## config.mk

```make
export PLATFORM = sky130hd
export DESIGN_NAME = bus_kick_wdog
export DESIGN_NICKNAME = d
export VERILOG_FILES = /design/src/rtl/wdk_pkg.sv /design/src/rtl/wdk_bus_pattern.sv /design/src/rtl/wdk_countdown.sv /design/src/rtl/bus_kick_wdog.sv
export SDC_FILE = /design/constraint.sdc
export NUM_CORES = 1
export LEC_CHECK = 0
export ABC_AREA = 0
export BUFFER_PORTS_ARGS = -buffer_cell sky130_fd_sc_hd__buf_2
export CELL_PAD_IN_SITES_DETAIL_PLACEMENT = 1
export CELL_PAD_IN_SITES_GLOBAL_PLACEMENT = 1
export CORE_UTILIZATION = 47
export DETAILED_ROUTE_END_ITERATION = 8
export GPL_TIMING_DRIVEN = 0
export PLACE_DENSITY = 0.75
export SLEW_MARGIN = 15
export SYNTH_ARGS = -nofsm -noshare
export SYNTH_HDL_FRONTEND = slang
export SYNTH_HIERARCHICAL = 1
export SYNTH_SLANG_ARGS = --single-unit
```

## constraint.sdc

```tcl
create_clock -name clk -period 3.4 [get_ports clk]
set_clock_uncertainty 0.2 [all_clocks]
set_input_delay 0.17 -clock clk [delete_from_list [all_inputs] [get_ports clk]]
set_output_delay 0.17 -clock clk [all_outputs]
set_load 0.02 [all_outputs]
```

## src/rtl/wdk_pkg.sv

```systemverilog
package wdk_pkg;

    typedef enum logic {
        BUS_IDLE,
        BUS_ARMED
    } bus_st_e;

    typedef enum logic [1:0] {
        WD_OFF,
        WD_RUN,
        WD_FAULT
    } wd_st_e;

endpackage

```

## src/rtl/wdk_bus_pattern.sv

```systemverilog
module wdk_bus_pattern
    import wdk_pkg::*;
(
    input  logic clk,
    input  logic rst,
    input  logic sda,
    input  logic scl,
    output logic restart
);

    logic    sda_q, scl_q;
    bus_st_e st, st_nxt;

    // previous line levels; idle bus is high/high
    always_ff @(posedge clk) begin
        if (rst) begin
            sda_q <= 1'b1;
            scl_q <= 1'b1;
        end else begin
            sda_q <= sda;
            scl_q <= scl;
        end
    end

    logic sda_fall, scl_fall, cand, start_c, stop_c;
    always_comb begin
        sda_fall = sda_q & ~sda;
        scl_fall = scl_q & ~scl;
        cand     = sda_fall & scl_fall;
        start_c  = sda_fall & scl_q & scl;
        stop_c   = ~sda_q & sda & scl_q & scl;
    end

    always_comb begin
        st_nxt = st;
        unique case (st)
            BUS_IDLE:  if (cand) st_nxt = BUS_ARMED;             // arm
            BUS_ARMED: if (stop_c || start_c) st_nxt = BUS_IDLE; // fire / cancel
            default:   st_nxt = BUS_IDLE;
        endcase
    end

    // state register
    always_ff @(posedge clk) begin
        if (rst) st <= BUS_IDLE;
        else     st <= st_nxt;
    end

    // outputs
    always_comb begin
        restart = (st == BUS_ARMED) && stop_c;
    end

    // arming only follows a simultaneous fall of both lines
    p_arm_from_candidate_r2: assert property (@(posedge clk) disable iff (rst)
        $rose(st == BUS_ARMED) |-> $past(cand));

    // a start while armed drops the pending candidate
    p_start_cancels_r5: assert property (@(posedge clk) disable iff (rst)
        (st == BUS_ARMED && start_c) |=> (st == BUS_IDLE && !restart));

    // firing consumes the pending candidate
    p_stop_consumes_r2: assert property (@(posedge clk) disable iff (rst)
        restart |=> (st == BUS_IDLE));

endmodule

```

## src/rtl/wdk_countdown.sv

```systemverilog
module wdk_countdown
    import wdk_pkg::*;
#(
    parameter int TO0 = 1000,
    parameter int TO1 = 4000,
    parameter int TO2 = 16000,
    parameter int TO3 = 64000
) (
    input  logic       clk,
    input  logic       rst,
    input  logic       en,
    input  logic       restart,
    input  logic [1:0] sel,
    output logic       fault
);

    localparam int MAX01 = (TO0 > TO1) ? TO0 : TO1;
    localparam int MAX23 = (TO2 > TO3) ? TO2 : TO3;
    localparam int MAXT  = (MAX01 > MAX23) ? MAX01 : MAX23;
    localparam int CNT_W = $clog2(MAXT + 1);

    function automatic logic [CNT_W-1:0] pick(input logic [1:0] s);
        unique case (s)
            2'd0: return CNT_W'(TO0);
            2'd1: return CNT_W'(TO1);
            2'd2: return CNT_W'(TO2);
            default: return CNT_W'(TO3);
        endcase
    endfunction

    wd_st_e           st, st_nxt;
    logic [CNT_W-1:0] cnt;
    logic [1:0]       sel_q;

    always_comb begin
        st_nxt = st;
        if (!en) begin
            st_nxt = WD_OFF;                                  // disable
        end else begin
            unique case (st)
                WD_OFF:   st_nxt = WD_RUN;                    // go
                WD_RUN:   if (!restart && cnt == '0) st_nxt = WD_FAULT; // expire
                WD_FAULT: if (restart) st_nxt = WD_RUN;       // recover
                default:  st_nxt = WD_OFF;
            endcase
        end
    end

    // state register
    always_ff @(posedge clk) begin
        if (rst) st <= WD_OFF;
        else     st <= st_nxt;
    end

    // counter and captured select
    always_ff @(posedge clk) begin
        if (rst) begin
            cnt   <= pick(sel);
            sel_q <= sel;
        end else if (!en) begin
            cnt <= pick(sel_q);
        end else if (restart) begin
            cnt   <= pick(sel);
            sel_q <= sel;
        end else if (st == WD_RUN && cnt != '0) begin
            cnt <= cnt - 1'b1;
        end
    end

    // outputs
    always_comb begin
        fault = (st == WD_FAULT);
    end

    p_reload_on_restart_r2: assert property (@(posedge clk) disable iff (rst)
        (en && restart) |=> (cnt == pick($past(sel)) && st == WD_RUN));

    p_fault_after_zero_r3: assert property (@(posedge clk) disable iff (rst)
        $rose(st == WD_FAULT) |-> ($past(cnt) == '0));

    p_fault_sticky_r6: assert property (@(posedge clk) disable iff (rst)
        (st == WD_FAULT && en && !restart) |=> (st == WD_FAULT));

    p_quiet_when_off_r8: assert property (@(posedge clk) disable iff (rst)
        !en |=> (st == WD_OFF && !fault));

    p_cnt_bound_r7: assert property (@(posedge clk) disable iff (rst)
        cnt <= CNT_W'(MAXT));

endmodule

```

## src/rtl/bus_kick_wdog.sv

```systemverilog
module bus_kick_wdog #(
    parameter int TIMEOUT_0 = 1000,
    parameter int TIMEOUT_1 = 4000,
    parameter int TIMEOUT_2 = 16000,
    parameter int TIMEOUT_3 = 64000
) (
    input  logic       clk,
    input  logic       rst,
    input  logic       en,
    input  logic       sda,
    input  logic       scl,
    input  logic [1:0] tsel,
    output logic       wdo_n,
    output logic       wdo_oe
);

    logic restart;
    logic fault;

    wdk_bus_pattern u_pat (
        .clk     (clk),
        .rst     (rst),
        .sda     (sda),
        .scl     (scl),
        .restart (restart)
    );

    wdk_countdown #(
        .TO0 (TIMEOUT_0),
        .TO1 (TIMEOUT_1),
        .TO2 (TIMEOUT_2),
        .TO3 (TIMEOUT_3)
    ) u_cnt (
        .clk     (clk),
        .rst     (rst),
        .en      (en),
        .restart (restart),
        .sel     (tsel),
        .fault   (fault)
    );

    // open-drain pin model
    always_comb begin
        wdo_oe = fault;
        wdo_n  = ~fault;
    end

    // pin released while disabled
    p_pin_released_off_r4: assert property (@(posedge clk) disable iff (rst)
        !en |=> (wdo_n && !wdo_oe));

endmodule

```

=== Yosys cells after proc, flatten, opt, wreduce, memory -nomap -nowiden ===
Index checks and enable logic that the tools add are counted.

* Word-level logic and storage cells: 60
* Register bits: 23
* Output and inout bits: 2
* Input bits: 7

* Bitwise operators: 14
* Reductions and logical operators: 15
* $add $sub $neg: 1
* Mux-type cells: 15
* Equality and inequality tests: 9

{| class="wikitable"
|+ Operators by type and width
! cell !! count
|-
| $pmux 16 s3 || 2
|-
| $mux 16 || 4
|-
| $logic_not 16->1 || 1
|-
| $reduce_bool 16->1 || 1
|-
| $sub 16x1->16 const B || 1
|-
| $mux 2 || 5
|-
| $and 1x1->1 || 8
|-
| $eq 2x1->1 const B || 3
|-
| $eq 2x2->1 const B || 3
|-
| $logic_not 2->1 || 3
|-
| $not 1->1 || 6
|-
| $pmux 2 s3 || 1
|-
| $ne 2x1->1 const B || 2
|-
| $ne 4x2->1 const B || 1
|-
| $reduce_and 2->1 || 2
|-
| $reduce_bool 2->1 || 2
|-
| $logic_and 1x1->1 || 3
|-
| $mux 1 || 2
|-
| $pmux 1 s2 || 1
|-
| $reduce_or 2->1 || 1
|-
| $logic_not 1->1 || 1
|-
| $logic_or 1x1->1 || 1
|}

=== Logic depth before layout (Yosys ltp) ===
Gate-level depths: netlist of run 1.

* Word-level depth: 9
* Gate-level depth with buffers: 7
* Mapped depth without buffers: 6

=== Hierarchy ===
Netlist of run 1, hierarchy kept.

{| class="wikitable"
|+ Modules (own cells, without submodules)
! module !! instances !! cells each !! sequential area each (um^2) !! area an instance (um^2)
|-
| wdk_countdown || 1 || 132 || 580.6 || 1331.3
|-
| wdk_bus_pattern || 1 || 12 || 60.1 || 117.6
|-
| bus_kick_wdog || 1 || 1 || 0.0 || 3.8
|}

=== Worst setup path after synthesis of run 1 ===
OpenSTA, ideal clock, no wires.

* Path kind: reg-to-reg
* From: register u_cnt.cnt[0]
* To: register u_cnt.cnt[0] (enable)
* Stages on the path, launching flop included: 7
* Period minus slack after synthesis: 2.742 ns
* Path slack: 0.658 ns
* Arrival time: 2.131 ns
* Required time: 2.789 ns
* Path through: edfxtp_1 inv_1 ha_1 nor3b_2 nand2_1 nor3_1 o21ai_0

* Longest elaborated chain between the ends: 3

{| class="wikitable"
|+ Ends and longest elaborated chain
! element !! line !! text
|-
| start: declaration || wdk_countdown.sv:32 || <nowiki>logic [CNT_W-1:0] cnt;</nowiki>
|-
| start signal: assignment || wdk_countdown.sv:58 || <nowiki>cnt <= pick(sel);</nowiki>
|-
| start signal: assignment || wdk_countdown.sv:61 || <nowiki>cnt <= pick(sel_q);</nowiki>
|-
| start signal: assignment || wdk_countdown.sv:63 || <nowiki>cnt <= pick(sel);</nowiki>
|-
| $reduce_bool 16->1 || wdk_countdown.sv:65 || <nowiki>end else if (st == WD_RUN && cnt != '0) begin</nowiki>
|-
| $logic_and 1x1->1 || wdk_countdown.sv:65 ||
|-
| $ne 4x2->1 (no line) || n/a ||
|}

No other way between the ends.
A chain may end at the register's enable or synchronous reset.

=== Final worst setup path of run 1 ===
* From: register u_cnt.cnt[8]
* To: register u_cnt.cnt[7] (enable)

The elaborated chain is that of the path after synthesis.

==> results.cfg, run 1 <==
[outcome]
outcome = completed

[final_layout]
fill_cells = 335
seq_area_um2 = 640.6
final_cell_mix = edfxtp_1, nor2_1, ha_1
drive_gt1_share_pct = 14.02
final_area_um2 = 1638
multiInputGateArea_um2 = 759.5
antenna_cells = 0
area_delta_synth_final_pct = 12.75
layout_commonest_cell = edfxtp_1
fin_nets = 183

[routing]
routed-wl-met3_um = 49
vias = 1164
highest_layer = met4
wl_mm = 3.435
wl_per_cell_um = 17.62
wl_met1_mm = 1.666
drc = 0
dr.pass1.iters = 4
ant_nets = 0
via_per_inst = 5.969
wl_met2_mm = 1.669
drt_iter0_drc = 51

[synthesis]
synth_top_area_share_pct = 37.21
syn_inst = 145
syn-num-nets = 163
synth.distinct_cells = 43
ys_ff_latch = 23
yosys_warnings = 6
synth_edf_count = 18
netlist_top_cells_area = edfxtp_1, ha_1, dfxtp_1
async_flop_share_pct = 0
ys.flop_type = edfxtp_1
avgSynthCellArea_um2 = 10.02
syn_area_um2 = 1453
ys_seq_area_share_pct = 44.10
yosys.area.top_type = edfxtp_1

[min_path]
hold_depth = 2
holdCritStartpoint = en
hold_path_end = u_cnt/cnt[3]$_DFFE_PP_
hold_class = in2reg

[timing]
hold_viol = 0
hold_slack_ns = 0.1997
tightest_slew_ns = 0.9216
finalCritPeriodShare_pct = 83.47
max-slew-margin-rel_pct = 37.99
grt_setup_unrepaired = false
period_minus_slack_ns = 2.838
setup-violations-final = 0
fin_tns_setup_ns = 0
maxSlewViolCount = 0
max_clock_freq_mhz = 352.4

[grt]
grt_max_degree = 13
grt_pass1_vias = 1272
grt-ovfl-total = 0
track_usage_pct = 24.11
antenna_found_initial = 0
grt_pass1_wl_mm = 6.016

[place]
port_buffers = 7
place_area_um2 = 1541
hpwl_mm = 2.590
place_congestion = 0.7280

[flow_run]
drv_cap = 0

[power_and_ir_drop]
ir_drop_v = 0.0001962
powerDensity_nw_per_um2 = 379.7
power_mw = 0.6219
p_leak_nw = 0.6323

[clock_tree]
cts_made_buffers = 3
clk_latency_ns = 0.32
path_clk_slew_ns = 0.13
clock_path_buffers = 2
cts_resized = 0
h-tree-depth = 1
cts.sinks = 23
cts_tree = yes
cts-root-buf = clkbuf_4

[worst_setup_path]
reg2regPathDepth = 5
reg2reg_to = u_cnt/cnt[7]$_DFFE_PP_
end_kind = flop
path_max_fanout = 12
r2r_start = u_cnt/cnt[8]$_DFFE_PP_
path_class = reg2reg
critPathTopFamily = simple AND/OR/NAND/NOR gates
cp_slowest_cell = nor4_1
reg2reg_slack_ns = 0.56
slowest_delay_ns = 0.82
cp.arrival_ns = 2.73
cp_data_required_time_ns = 3.29
crit_path_cell_trace = nor4_1, nand3b_2, nor3_1, o21ai_2, buf_6
start_kind = flop
worstPathBufferInverterCount = 1

[die]
core_area_um2 = 2853
dieArea_um2 = 3317
die_x_um = 57.60
die_y_um = 57.60
ios = 9
start_util_pct = 50.92
rows = 19
sequential cells by signal, summed over array words and instances, names as in the netlist:
register / flops
u_cnt/cnt: 16
u_cnt/sel_q: 2
u_cnt/st: 2
u_pat/scl_q: 1
u_pat/sda_q: 1
u_pat/st: 1
report_power, final:
part	internal (mW)	total, mW	switching [mW]
Combinational	0.0569	0.128	0.0710
Sequential	0.335	0.362	0.0270
Clock	0.0459	0.132	0.0856
layout make-up:
cell class,instances,area share [%]
plain buffers,3,1.146
clock buffers,4,1.604
inverters,10,2.292
multi-input cells,109,46.37
flip-flops and latches,23,39.11
well taps,31,2.368
repair buffers,15,7.105
cell families after synthesis:
logic type / after synthesis / synth area share, %
buf+inv: 13 / 3.876
compound gates: 33 / 14.73
simple gates: 56 / 22.40
flops: 23 / 44.10
xor+xnor: 9 / 5.426
fa+ha+maj: 11 / 9.474
synthesized netlist by cell type (all sizes together) (3+ instances only):
cell type and number:
a21oi 9, dfxtp 5, edfxtp 18, ha 11, inv 10, nand2 9
nand3 4, nor2 16, nor4 4, o21ai 5, o22ai 3, or2 4
xnor2 5, xor2 4
per-layer routing:
| layer | vias up | track usage (%) |
|---|---|---|
| met5 | - | 0 |
| met4 | 0 | 7.666 |
| met3 | 7 | 2.721 |
| met2 | 10 | 40.03 |
| met1 | 577 | 32.90 |
| li1 | 570 | - |
worst register-to-register path, stage by stage (launching register included):
cell	delay (ns)
edfxtp_1	0.47
nor4_1	0.82
nand3b_2	0.19
nor3_1	0.51
o21ai_2	0.21
buf_6	0.21
worst max path at each step:
stage	endpoint	cells past startpoint	start
2_1_floorplan	u_cnt/cnt[0]$_SDFFCE_PP0P_	6	u_cnt/cnt[0]$_SDFFCE_PP0P_
3_3_place_gp	u_cnt/cnt[15]$_DFFE_PP_	6	u_cnt/cnt[0]$_SDFFCE_PP0P_
3_5_place_dp	u_cnt/cnt[13]$_DFFE_PP_	5	u_cnt/cnt[9]$_SDFFCE_PP1P_
4_1_cts	u_cnt/cnt[7]$_DFFE_PP_	5	u_cnt/cnt[8]$_DFFE_PP_
5_1_grt	u_cnt/cnt[15]$_DFFE_PP_	5	u_cnt/cnt[8]$_DFFE_PP_
6_report	u_cnt/cnt[7]$_DFFE_PP_	5	u_cnt/cnt[8]$_DFFE_PP_
stage by stage:
step	worst slack (ns)	util, %	std cells
after floorplan	0.6577	-	145
after global placement	-0.02900	53.51	183
after detailed placement	0.5945	54.04	184
after CTS	0.5576	57.41	195
after global routing	0.3958	57.41	195
final	0.5622	57.41	195
timing repair:
item,4_1_cts,5_1_grt
buffers inserted,0,0
hold buffers,7,0
hold endpoints to repair,5,0
endpoints found under the setup margin,0,0
No activity file was read; power rests on OpenSTA's default activity.
==> run 2, diff against run 1 <==
Clock period 3.4 ns to 2.69 ns, I/O delays scaled along.
==> results.cfg, run 2 (same netlist as run 1, synthesis figures left out) <==
[min_path]
hold_depth = 2
hold_path_end = u_cnt/cnt[3]$_DFFE_PP_
holdCritStartpoint = en
hold_class = in2reg

[place]
hpwl_mm = 2.528
dp_cells = 183
place_congestion = 0.7890
port_buffers = 7
place_area_um2 = 1530

[timing]
max-slew-margin-rel_pct = 32.56
hold_slack_ns = 0.09034
setup-violations-final = 0
tightest_slew_ns = 1.002
period_minus_slack_ns = 2.501
grt_setup_unrepaired = false
max_clock_freq_mhz = 399.8
finalCritPeriodShare_pct = 92.98
hold_viol = 0
maxSlewViolCount = 0

[final_layout]
largest_reg_flops = 16
drive_gt1_share_pct = 14.72
area_delta_synth_final_pct = 13.18
regMostFlops = u_cnt/cnt
fin_nets = 182
final_cells = 194
reg.largest.list = u_cnt/cnt x16, u_cnt/sel_q x2, u_cnt/st x2
final_util_pct = 57.63
layout_commonest_cell = edfxtp_1
final_area_um2 = 1644
final_cell_mix = edfxtp_1, nor2_1, ha_1
antenna_cells = 0

[worst_setup_path]
cp_data_required_time_ns = 2.49
reg2regPathDepth = 6
path_class = reg2reg
cp.arrival_ns = 2.31
start_kind = flop
end_kind = flop
cp_slowest_cell = edfxtp_1
critPathTopFamily = simple AND/OR/NAND/NOR gates
path_max_fanout = 16
slowest_delay_ns = 0.46
reg2reg_slack_ns = 0.19
worstPathBufferInverterCount = 1
r2r_start = u_cnt/cnt[0]$_SDFFCE_PP0P_
critical_path.startpoint = u_cnt/cnt[0]$_SDFFCE_PP0P_
cp.depth = 6
crit_path_cell_trace = inv_1, ha_1, nor3b_4, nand2_1, nor3_2, o21ai_2
reg2reg_to = u_cnt/cnt[4]$_SDFFCE_PP0P_

[routing]
wl_mm = 3.481
drc = 0
ant_nets = 0
drt_iter0_drc = 34
highest_layer = met4
dr.pass1.iters = 4
wl_met1_mm = 1.566
wl_met2_mm = 1.698
vias = 1189
wl_per_cell_um = 17.94
via_per_inst = 6.129
routed-wl-met3_um = 155

[die]
start_util_pct = 50.92
die_x_um = 57.60
rows = 19
dieArea_um2 = 3317
core_area_um2 = 2853
ios = 9
die_y_um = 57.60

[outcome]
outcome = completed

[clock_tree]
postCtsSetupBuffers = 0
cts_made_buffers = 3
clk_latency_ns = 0.32
cts-root-buf = clkbuf_4
cts.sinks = 23
path_clk_slew_ns = 0.13
clock_path_buffers = 2
h-tree-depth = 1
cts_tree = yes

[flow_run]
drv_cap = 0

[grt]
grt_pass1_vias = 1239
track_usage_pct = 23.33
grt-ovfl-total = 0
grt_max_degree = 17
grt_pass1_wl_mm = 5.768
antenna_found_initial = 0

[power_and_ir_drop]
ir_drop_v = 0.0002413
p_leak_nw = 0.6282
powerDensity_nw_per_um2 = 482.6
run 2: changes by cell type in the layout (fill, tap and decap cells not counted), sizes merged:
cell and delta:
buf -1
run 2: layout make-up:
| type | count | area, um^2 |
|---|---|---|
| Sequential cell | 23 | 640.6 |
| Multi-Input combinational cell | 109 | 777.0 |
| Clock buffer | 4 | 26.28 |
| Timing Repair Buffer | 14 | 105.1 |
| Buffer | 3 | 18.77 |
| Fill cell | 327 | 1209 |
| Inverter | 10 | 37.54 |
| Tap cell | 31 | 38.79 |
run 2: worst max-delay path by stage:
stage / end
after floorplan: u_cnt/cnt[0]$_SDFFCE_PP0P_
after global placement: u_cnt/cnt[12]$_DFFE_PP_
after detailed placement: u_cnt/cnt[13]$_DFFE_PP_
after CTS: u_cnt/cnt[7]$_DFFE_PP_
after global routing: u_cnt/cnt[7]$_DFFE_PP_
final: u_cnt/cnt[4]$_SDFFCE_PP0P_
run 2: what timing repair did:
action	in CTS	in global routing
setup endpoints to repair	16	16
hold endpoints to repair	5	0
gates resized for setup	1	2
hold buffers	7	0
run 2: power breakdown:
group | internal (mW) | switching [mW]
Combinational | 0.0727 | 0.0900
Clock | 0.0581 | 0.112
Sequential | 0.424 | 0.0361
Total | 0.555 | 0.238
run 2: layer usage:
layer	vias to the layer above	GRT usage [%]
li1	565	-
met1	589	29.71
met2	28	38.70
met3	7	4.308
met4	0	10.10
met5	-	0
run 2: stage by stage:
stage	TNS, ns	power, mW	setup slack, ns
6_report	0	0.7934	0.1888
5_1_grt	0	0.8331	0.03727
4_1_cts	0	0.7891	0.02154
3_5_place_dp	-2.315	0.6162	-0.1454
3_3_place_gp	-3.544	0.6049	-0.2221
2_1_floorplan	0	0.5675	0.3827
